[config.mk]
export PLATFORM = sky130hd
export DESIGN_NAME = pt_walker
export DESIGN_NICKNAME = d
export VERILOG_FILES = /design/src/rtl/walker_pkg.sv /design/src/rtl/walk_ctrl.sv /design/src/rtl/walk_dpath.sv /design/src/rtl/pt_walker.sv
export SDC_FILE = /design/constraint.sdc
export NUM_CORES = 1
export LEC_CHECK = 0
export ABC_AREA = 1
export BUFFER_PORTS_ARGS = -buffer_cell sky130_fd_sc_hd__buf_2
export CAP_MARGIN = 15
export CORE_MARGIN = 2
export CORE_UTILIZATION = 42
export DETAILED_ROUTE_END_ITERATION = 7
export HOLD_SLACK_MARGIN = 0.03
export PLACE_DENSITY = 0.79
export SLEW_MARGIN = 0
export SYNTH_ARGS = -nofsm -noshare
export SYNTH_HDL_FRONTEND = slang
export SYNTH_HIERARCHICAL = 1
export SYNTH_SLANG_ARGS = --single-unit
[constraint.sdc]
create_clock -name clk -period 1.4 [get_ports clk]
set_input_delay 0.21 -clock clk [delete_from_list [all_inputs] [get_ports clk]]
set_output_delay 0.21 -clock clk [all_outputs]
set_load 0.01 [all_outputs]
[src/rtl/walker_pkg.sv]
`timescale 1ns/1ps
package walker_pkg;
  parameter int VA_W       = 48;
  parameter int PA_W       = 52;
  parameter int PTE_W      = 64;
  parameter int PAGE_OFS_W = 12;
  parameter int IDX_W      = 9;
  parameter int LEVELS     = 4;
  parameter int PTE_BYTES_LOG = 3;

  localparam int VPN_W  = VA_W - PAGE_OFS_W;
  localparam int PPN_W  = PA_W - PAGE_OFS_W;
  localparam int LVL_W  = $clog2(LEVELS);
  localparam int PERM_W = 3;

  // entry bit positions
  localparam int BIT_PRESENT = 0;
  localparam int BIT_PERM_LO = 1;
  localparam int BIT_REF     = 4;
  localparam int BIT_DIRTY   = 5;
  localparam int FLAG_TOP    = 5;

  typedef enum logic [1:0] {
    ST_IDLE = 2'd0,
    ST_REQ  = 2'd1,
    ST_WAIT = 2'd2
  } walkState_t;

  // strobes from control to datapath
  typedef struct packed {
    logic capture;   // latch request and root base
    logic descend;   // move to next level with entry base
    logic finish;    // emit fill record
    logic flag;      // emit page fault
  } walkStrb_t;
endpackage

[src/rtl/walk_ctrl.sv]
`timescale 1ns/1ps
module walk_ctrl
  import walker_pkg::*;
(
  input  logic      clk,
  input  logic      rstN,
  input  logic      reqValid,
  input  logic      memReqReady,
  input  logic      memRspValid,
  input  logic      entryPresent,
  input  logic      atLastLevel,
  output logic      reqReady,
  output logic      memReqValid,
  output logic      busy,
  output walkStrb_t strb
);
  walkState_t state, stateNext;

  always_ff @(posedge clk) begin
    if (!rstN) state <= ST_IDLE;
    else       state <= stateNext;
  end

  always_comb begin
    stateNext = state;
    strb      = '0;
    unique case (state)
      ST_IDLE: if (reqValid) begin
        strb.capture = 1'b1;
        stateNext    = ST_REQ;
      end
      ST_REQ: if (memReqReady) stateNext = ST_WAIT;
      ST_WAIT: if (memRspValid) begin
        if (!entryPresent) begin
          strb.flag = 1'b1;
          stateNext = ST_IDLE;
        end else if (atLastLevel) begin
          strb.finish = 1'b1;
          stateNext   = ST_IDLE;
        end else begin
          strb.descend = 1'b1;
          stateNext    = ST_REQ;
        end
      end
      default: stateNext = ST_IDLE;
    endcase
  end

  assign reqReady    = (state == ST_IDLE);
  assign memReqValid = (state == ST_REQ);
  assign busy        = (state != ST_IDLE);

  p_accept_busy_r1: assert property (@(posedge clk) disable iff (!rstN)
    (reqValid && reqReady) |=> (busy && memReqValid));

  p_hold_read_r4: assert property (@(posedge clk) disable iff (!rstN)
    (memReqValid && !memReqReady) |=> memReqValid);

  p_rsp_outcome_r5: assert property (@(posedge clk) disable iff (!rstN)
    (state == ST_WAIT && memRspValid && !entryPresent) |=> !busy);
endmodule

[src/rtl/walk_dpath.sv]
`timescale 1ns/1ps
module walk_dpath
  import walker_pkg::*;
(
  input  logic              clk,
  input  logic              rstN,
  input  walkStrb_t         strb,
  input  logic [VA_W-1:0]   reqVaddr,
  input  logic [PPN_W-1:0]  ptBase,
  input  logic [PTE_W-1:0]  memRspData,
  output logic [PA_W-1:0]   memReqAddr,
  output logic              entryPresent,
  output logic              atLastLevel,
  output logic              fillValid,
  output logic [VPN_W-1:0]  fillVpn,
  output logic [PPN_W-1:0]  fillFrame,
  output logic [PERM_W-1:0] fillPerm,
  output logic              fillRef,
  output logic              fillDirty,
  output logic              fault,
  output logic [LVL_W-1:0]  faultLevel
);
  logic [VPN_W-1:0] vpnQ;
  logic [PPN_W-1:0] tblBase;
  logic [LVL_W-1:0] level;
  logic [IDX_W-1:0] idxTbl [LEVELS];
  logic [IDX_W-1:0] curIdx;
  logic [PPN_W-1:0] entryPpn;
  logic             unusedBits;

  // one index field per level, top field first
  for (genvar g = 0; g < LEVELS; g++) begin : g_idx
    assign idxTbl[g] = vpnQ[VPN_W-1-g*IDX_W -: IDX_W];
  end

  assign curIdx       = idxTbl[level];
  assign entryPpn     = memRspData[PA_W-1:PAGE_OFS_W];
  assign entryPresent = memRspData[BIT_PRESENT];
  assign atLastLevel  = (level == LVL_W'(LEVELS-1));
  assign memReqAddr   = {tblBase, curIdx, {PTE_BYTES_LOG{1'b0}}};
  assign unusedBits   = ^{memRspData[PTE_W-1:PA_W],
                          memRspData[PAGE_OFS_W-1:FLAG_TOP+1],
                          reqVaddr[PAGE_OFS_W-1:0]};

  always_ff @(posedge clk) begin
    if (!rstN) begin
      vpnQ    <= '0;
      tblBase <= '0;
      level   <= '0;
    end else if (strb.capture) begin
      vpnQ    <= reqVaddr[VA_W-1:PAGE_OFS_W];
      tblBase <= ptBase;
      level   <= '0;
    end else if (strb.descend) begin
      tblBase <= entryPpn;
      level   <= level + LVL_W'(1);
    end
  end

  always_ff @(posedge clk) begin
    if (!rstN) begin
      fillValid  <= 1'b0;
      fault      <= 1'b0;
      fillVpn    <= '0;
      fillFrame  <= '0;
      fillPerm   <= '0;
      fillRef    <= 1'b0;
      fillDirty  <= 1'b0;
      faultLevel <= '0;
    end else begin
      fillValid <= strb.finish;
      fault     <= strb.flag;
      if (strb.finish || strb.flag) fillVpn <= vpnQ;
      if (strb.finish) begin
        fillFrame <= entryPpn;
        fillPerm  <= memRspData[BIT_PERM_LO +: PERM_W];
        fillRef   <= memRspData[BIT_REF];
        fillDirty <= memRspData[BIT_DIRTY];
      end
      if (strb.flag) faultLevel <= level;
    end
  end

  p_root_base_r2: assert property (@(posedge clk) disable iff (!rstN)
    strb.capture |=> (memReqAddr[PA_W-1:PAGE_OFS_W] == $past(ptBase)));

  p_next_base_r3: assert property (@(posedge clk) disable iff (!rstN)
    strb.descend |=> (memReqAddr[PA_W-1:PAGE_OFS_W] == $past(entryPpn)));

  p_fill_pulse_r7: assert property (@(posedge clk) disable iff (!rstN)
    fillValid |=> !fillValid);

  p_fault_pulse_r7: assert property (@(posedge clk) disable iff (!rstN)
    fault |=> !fault);

  p_exclusive_r7: assert property (@(posedge clk) disable iff (!rstN)
    !(fillValid && fault));
endmodule

[src/rtl/pt_walker.sv]
`timescale 1ns/1ps
module pt_walker
  import walker_pkg::*;
(
  input  logic              clk,
  input  logic              rstN,
  input  logic              reqValid,
  output logic              reqReady,
  input  logic [VA_W-1:0]   reqVaddr,
  input  logic [PPN_W-1:0]  ptBase,
  output logic              busy,
  output logic              memReqValid,
  input  logic              memReqReady,
  output logic [PA_W-1:0]   memReqAddr,
  input  logic              memRspValid,
  input  logic [PTE_W-1:0]  memRspData,
  output logic              fillValid,
  output logic [VPN_W-1:0]  fillVpn,
  output logic [PPN_W-1:0]  fillFrame,
  output logic [PERM_W-1:0] fillPerm,
  output logic              fillRef,
  output logic              fillDirty,
  output logic              fault,
  output logic [LVL_W-1:0]  faultLevel
);
  walkStrb_t strb;
  logic      entryPresent;
  logic      atLastLevel;

  walk_ctrl ctrl_i (
    .clk         (clk),
    .rstN        (rstN),
    .reqValid    (reqValid),
    .memReqReady (memReqReady),
    .memRspValid (memRspValid),
    .entryPresent(entryPresent),
    .atLastLevel (atLastLevel),
    .reqReady    (reqReady),
    .memReqValid (memReqValid),
    .busy        (busy),
    .strb        (strb)
  );

  walk_dpath dpath_i (
    .clk         (clk),
    .rstN        (rstN),
    .strb        (strb),
    .reqVaddr    (reqVaddr),
    .ptBase      (ptBase),
    .memRspData  (memRspData),
    .memReqAddr  (memReqAddr),
    .entryPresent(entryPresent),
    .atLastLevel (atLastLevel),
    .fillValid   (fillValid),
    .fillVpn     (fillVpn),
    .fillFrame   (fillFrame),
    .fillPerm    (fillPerm),
    .fillRef     (fillRef),
    .fillDirty   (fillDirty),
    .fault       (fault),
    .faultLevel  (faultLevel)
  );

  p_fill_idle_r1: assert property (@(posedge clk) disable iff (!rstN)
    fillValid |-> !busy);

  p_fault_idle_r5: assert property (@(posedge clk) disable iff (!rstN)
    fault |-> (!busy && !memReqValid));

  p_addr_stable_r4: assert property (@(posedge clk) disable iff (!rstN)
    (memReqValid && !memReqReady) |=> $stable(memReqAddr));
endmodule

==> impl_metrics.env <==
export IMPL_cts_buffers=17
export IMPL_overflow=0
export IMPL_yosysMostFrequentCell="nor2_1"
export IMPL_fin_nets=1422
export IMPL_synthToLayoutAreaGrowth_pct=69.74
export IMPL_cts_tree="yes"
export IMPL_clkTransAtPathRegs_ns=0.07
export IMPL_yosys_warnings=6
export IMPL_first_global_vias=7088
export IMPL_antenna_found_initial=2
export IMPL_power_density_nw_per_um2=1084
export IMPL_rows=45
export IMPL_synthArstFlopShare_pct=0
export IMPL_place_area_um2=8234
export IMPL_maxCapViolations=0
export IMPL_via_per_inst=5.446
export IMPL_outcome="finished with violations"
export IMPL_max_freq_mhz=532.6
export IMPL_start_util_pct=43.09
export IMPL_ys_types=21
export IMPL_crit_path_cell_trace="ha_2 -> inv_1 -> nand2_2 -> nor2_4 -> buf_6 -> buf_12 -> buf_16 -> nand3_1 -> nand3_1 -> nand2_1 -> inv_1"
export IMPL_stdcell_area_um2=11160
export IMPL_min_path_type="in -> reg"
export IMPL_insertion_delay_ns=0.42
export IMPL_port_buffers=263
export IMPL_period_minus_slack_ns=1.878
export IMPL_ir_drop_uv=867.1
export IMPL_synth_seq_cells=165
export IMPL_die_w_um=129.1
export IMPL_max_clock_path_buffers=2
export IMPL_endpoint_kind="flop"
export IMPL_arrival_ns=2.25
export IMPL_multiInputGateArea_um2=3357
export IMPL_synth_edf_count=0
export IMPL_vias=8114
export IMPL_ys_seq_area_share_pct=50.24
export IMPL_post_route_period_util_pct=134.1
export IMPL_fillerInstances=1054
export IMPL_hold_slack_ns=0.03038
export IMPL_finalSetupViolations=173
export IMPL_drive_gt1_share_pct=42.36
export IMPL_critPathMaxFanout=11
export IMPL_slowest_delay_ns=0.38
export IMPL_grt_setup_unrepaired="yes"
export IMPL_ant_nets=0
export IMPL_pin_count=297
export IMPL_slew_viol_final=0
export IMPL_fin_ws_ns=-0.4777
export IMPL_syn_instance_count=920
export IMPL_clock_sinks=165
export IMPL_grt_max_degree=60
export IMPL_cp_start_kind="flop"
export IMPL_synth_area_um2=6575
export IMPL_yosysTopAreaCell="dfxtp_1"
export IMPL_core_um2=15260
export IMPL_failed_checks="negative setup slack"
export IMPL_dpl_hpwl_mm=13.98
export IMPL_place_ws_ns=-0.4191
export IMPL_drt_first_pass_iters=6
export IMPL_cts_root_buf="clkbuf_16"
export IMPL_grt_pass1_wl_mm=36.76
export IMPL_critical_path_class="reg -> reg"
export IMPL_drc=0
export IMPL_r2r_slack_ns=-0.48
export IMPL_finalClockSkew_ns=0.01133
export IMPL_synth_top_cells_by_count="211 x nor2_1, 165 x dfxtp_1, 151 x nand2_1"
export IMPL_final_hold_viol_count=0
export IMPL_crit_required_ns=1.77
export IMPL_seq_area_um2=3309
export IMPL_synth_area_leaders="dfxtp_1 50%, nor2_1 12%, nand2_1 8.6%, o21ai_0 8.4%, nand3_1 6.2%"
export IMPL_drt_wl_total_mm=29.63
export IMPL_synth_main_ff_cell="dfxtp_1"
export IMPL_drt_iter0_markers=705
export IMPL_grt_use_total_pct=28.86
export IMPL_htree_levels=4
export IMPL_synth_top_cell_area_share_pct=50.24
export IMPL_dieArea_um2=16670
export IMPL_p_leak_nw=5.454
export IMPL_critPathSlowestCell="dfxtp_4"
export IMPL_wl_per_cell_um=19.89
export IMPL_gp_congestion=0.8561
export IMPL_syn_area_per_cell_um2=7.147
export IMPL_die_h_um=129.1
## sequential cells by signal, indices dropped and copies added, names as in the netlist
signal and flops:
dpath_i/idxTbl 36, dpath_i/fault 1, dpath_i/tblBase 40, dpath_i/fillDirty 1
dpath_i/fillPerm 3, dpath_i/level 2, dpath_i/fillValid 1, dpath_i/fillRef 1
dpath_i/fillFrame 40, ctrl_i/state 2, dpath_i/fillVpn 36, dpath_i/faultLevel 2
## path summary, 6_finish.rpt
check | startpoint | to | depth (start not counted)
max | dpath_i/level[0] | dpath_i/tblBase[16] | 11
min | reqVaddr[45] | dpath_i/idxTbl[33] | 3
max reg2reg | dpath_i/level[0] | dpath_i/tblBase[16] | 11
min reg2reg | dpath_i/idxTbl[4] | dpath_i/idxTbl[4] | 2
## kinds of logic after synthesis
family / after synthesis / synth area share (%)
buffers and inverters: 140 / 9.001
flip-flops: 165 / 50.24
AO/OA/AOI/OAI: 167 / 13.15
XOR/XNOR: 1 / 0.1332
AND/OR/NAND/NOR: 445 / 27.23
other: 1 / 0.05703
adder cells (fa/ha/maj): 1 / 0.1903
## worst max-delay path, delay by kind of cell, from the launching register on
| family | cells | cell delay [ns] |
|---|---|---|
| simple gates | 5 | 0.67 |
| buf+inv | 5 | 0.56 |
| flops | 1 | 0.38 |
| fa+ha+maj | 1 | 0.20 |
## per-layer routing
layer | share of wire (%) | up-vias | global-route usage, %
li1 | - | 3639 | -
met1 | 33 | 3759 | 31.37
met2 | 51 | 574 | 52.17
met3 | 10 | 142 | 7.143
met4 | 6.1 | 0 | 14.45
met5 | 0 | - | 0
## area by class of cell
type                    instances  share of cell area [%]
flip-flops and latches        165                   29.65
multi-input cells             620                   30.08
repair buffers                388                   29.61
clock inverters                11                   1.334
diodes                          2                 0.04484
inverters                      72                   2.702
clock buffers                  21                   4.215
well taps                     211                   2.365
## through the flow
stage	power [mW]	setup TNS, ns	std cells	util [%]
finish	12.10	-36.20	1490	73.14
global route	12.47	-48.74	1490	73.14
CTS	11.52	-27.83	1458	66.42
detailed placement	6.463	-32.42	1357	53.96
global placement	6.434	-26.97	1357	53.96
floorplan	5.849	-2.294	922	-
## cells in the final DEF, fill, tap and decap left out, drive strengths merged
cell         netlist  routed
xnor2              1       1
bufbuf             0       2
buf               36     342
nor2             213     216
nand3             81      81
diode              0       2
clkbuf            32      33
a21oi             29      29
inv               72      73
dlygate4sd3        0      32
nand2            151     151
ha                 1       1
a21boi             1       1
o211ai             9       9
conb               1       3
bufinv             0       3
clkinv             0       4
clkinvlp           0       3
dfxtp            165     165
o21ai            128     128
## power breakdown
group / internal, mW / switching (mW) / leakage [nW]
registers: 4.92 / 0.171 / 1.35
logic: 0.933 / 1.15 / 3.81
clock network: 2.96 / 1.97 / 0.296
total: 8.81 / 3.29 / 5.45
## what timing repair did
item	CTS	global route
pin swaps	24	70
gates resized for setup	124	215
setup buffers	21	11
setup endpoints to repair	165	172
hold buffers	28	4
endpoints found under the hold margin	28	4
gates cloned	20	19
Note: power is estimated with default switching activity, not from simulation.
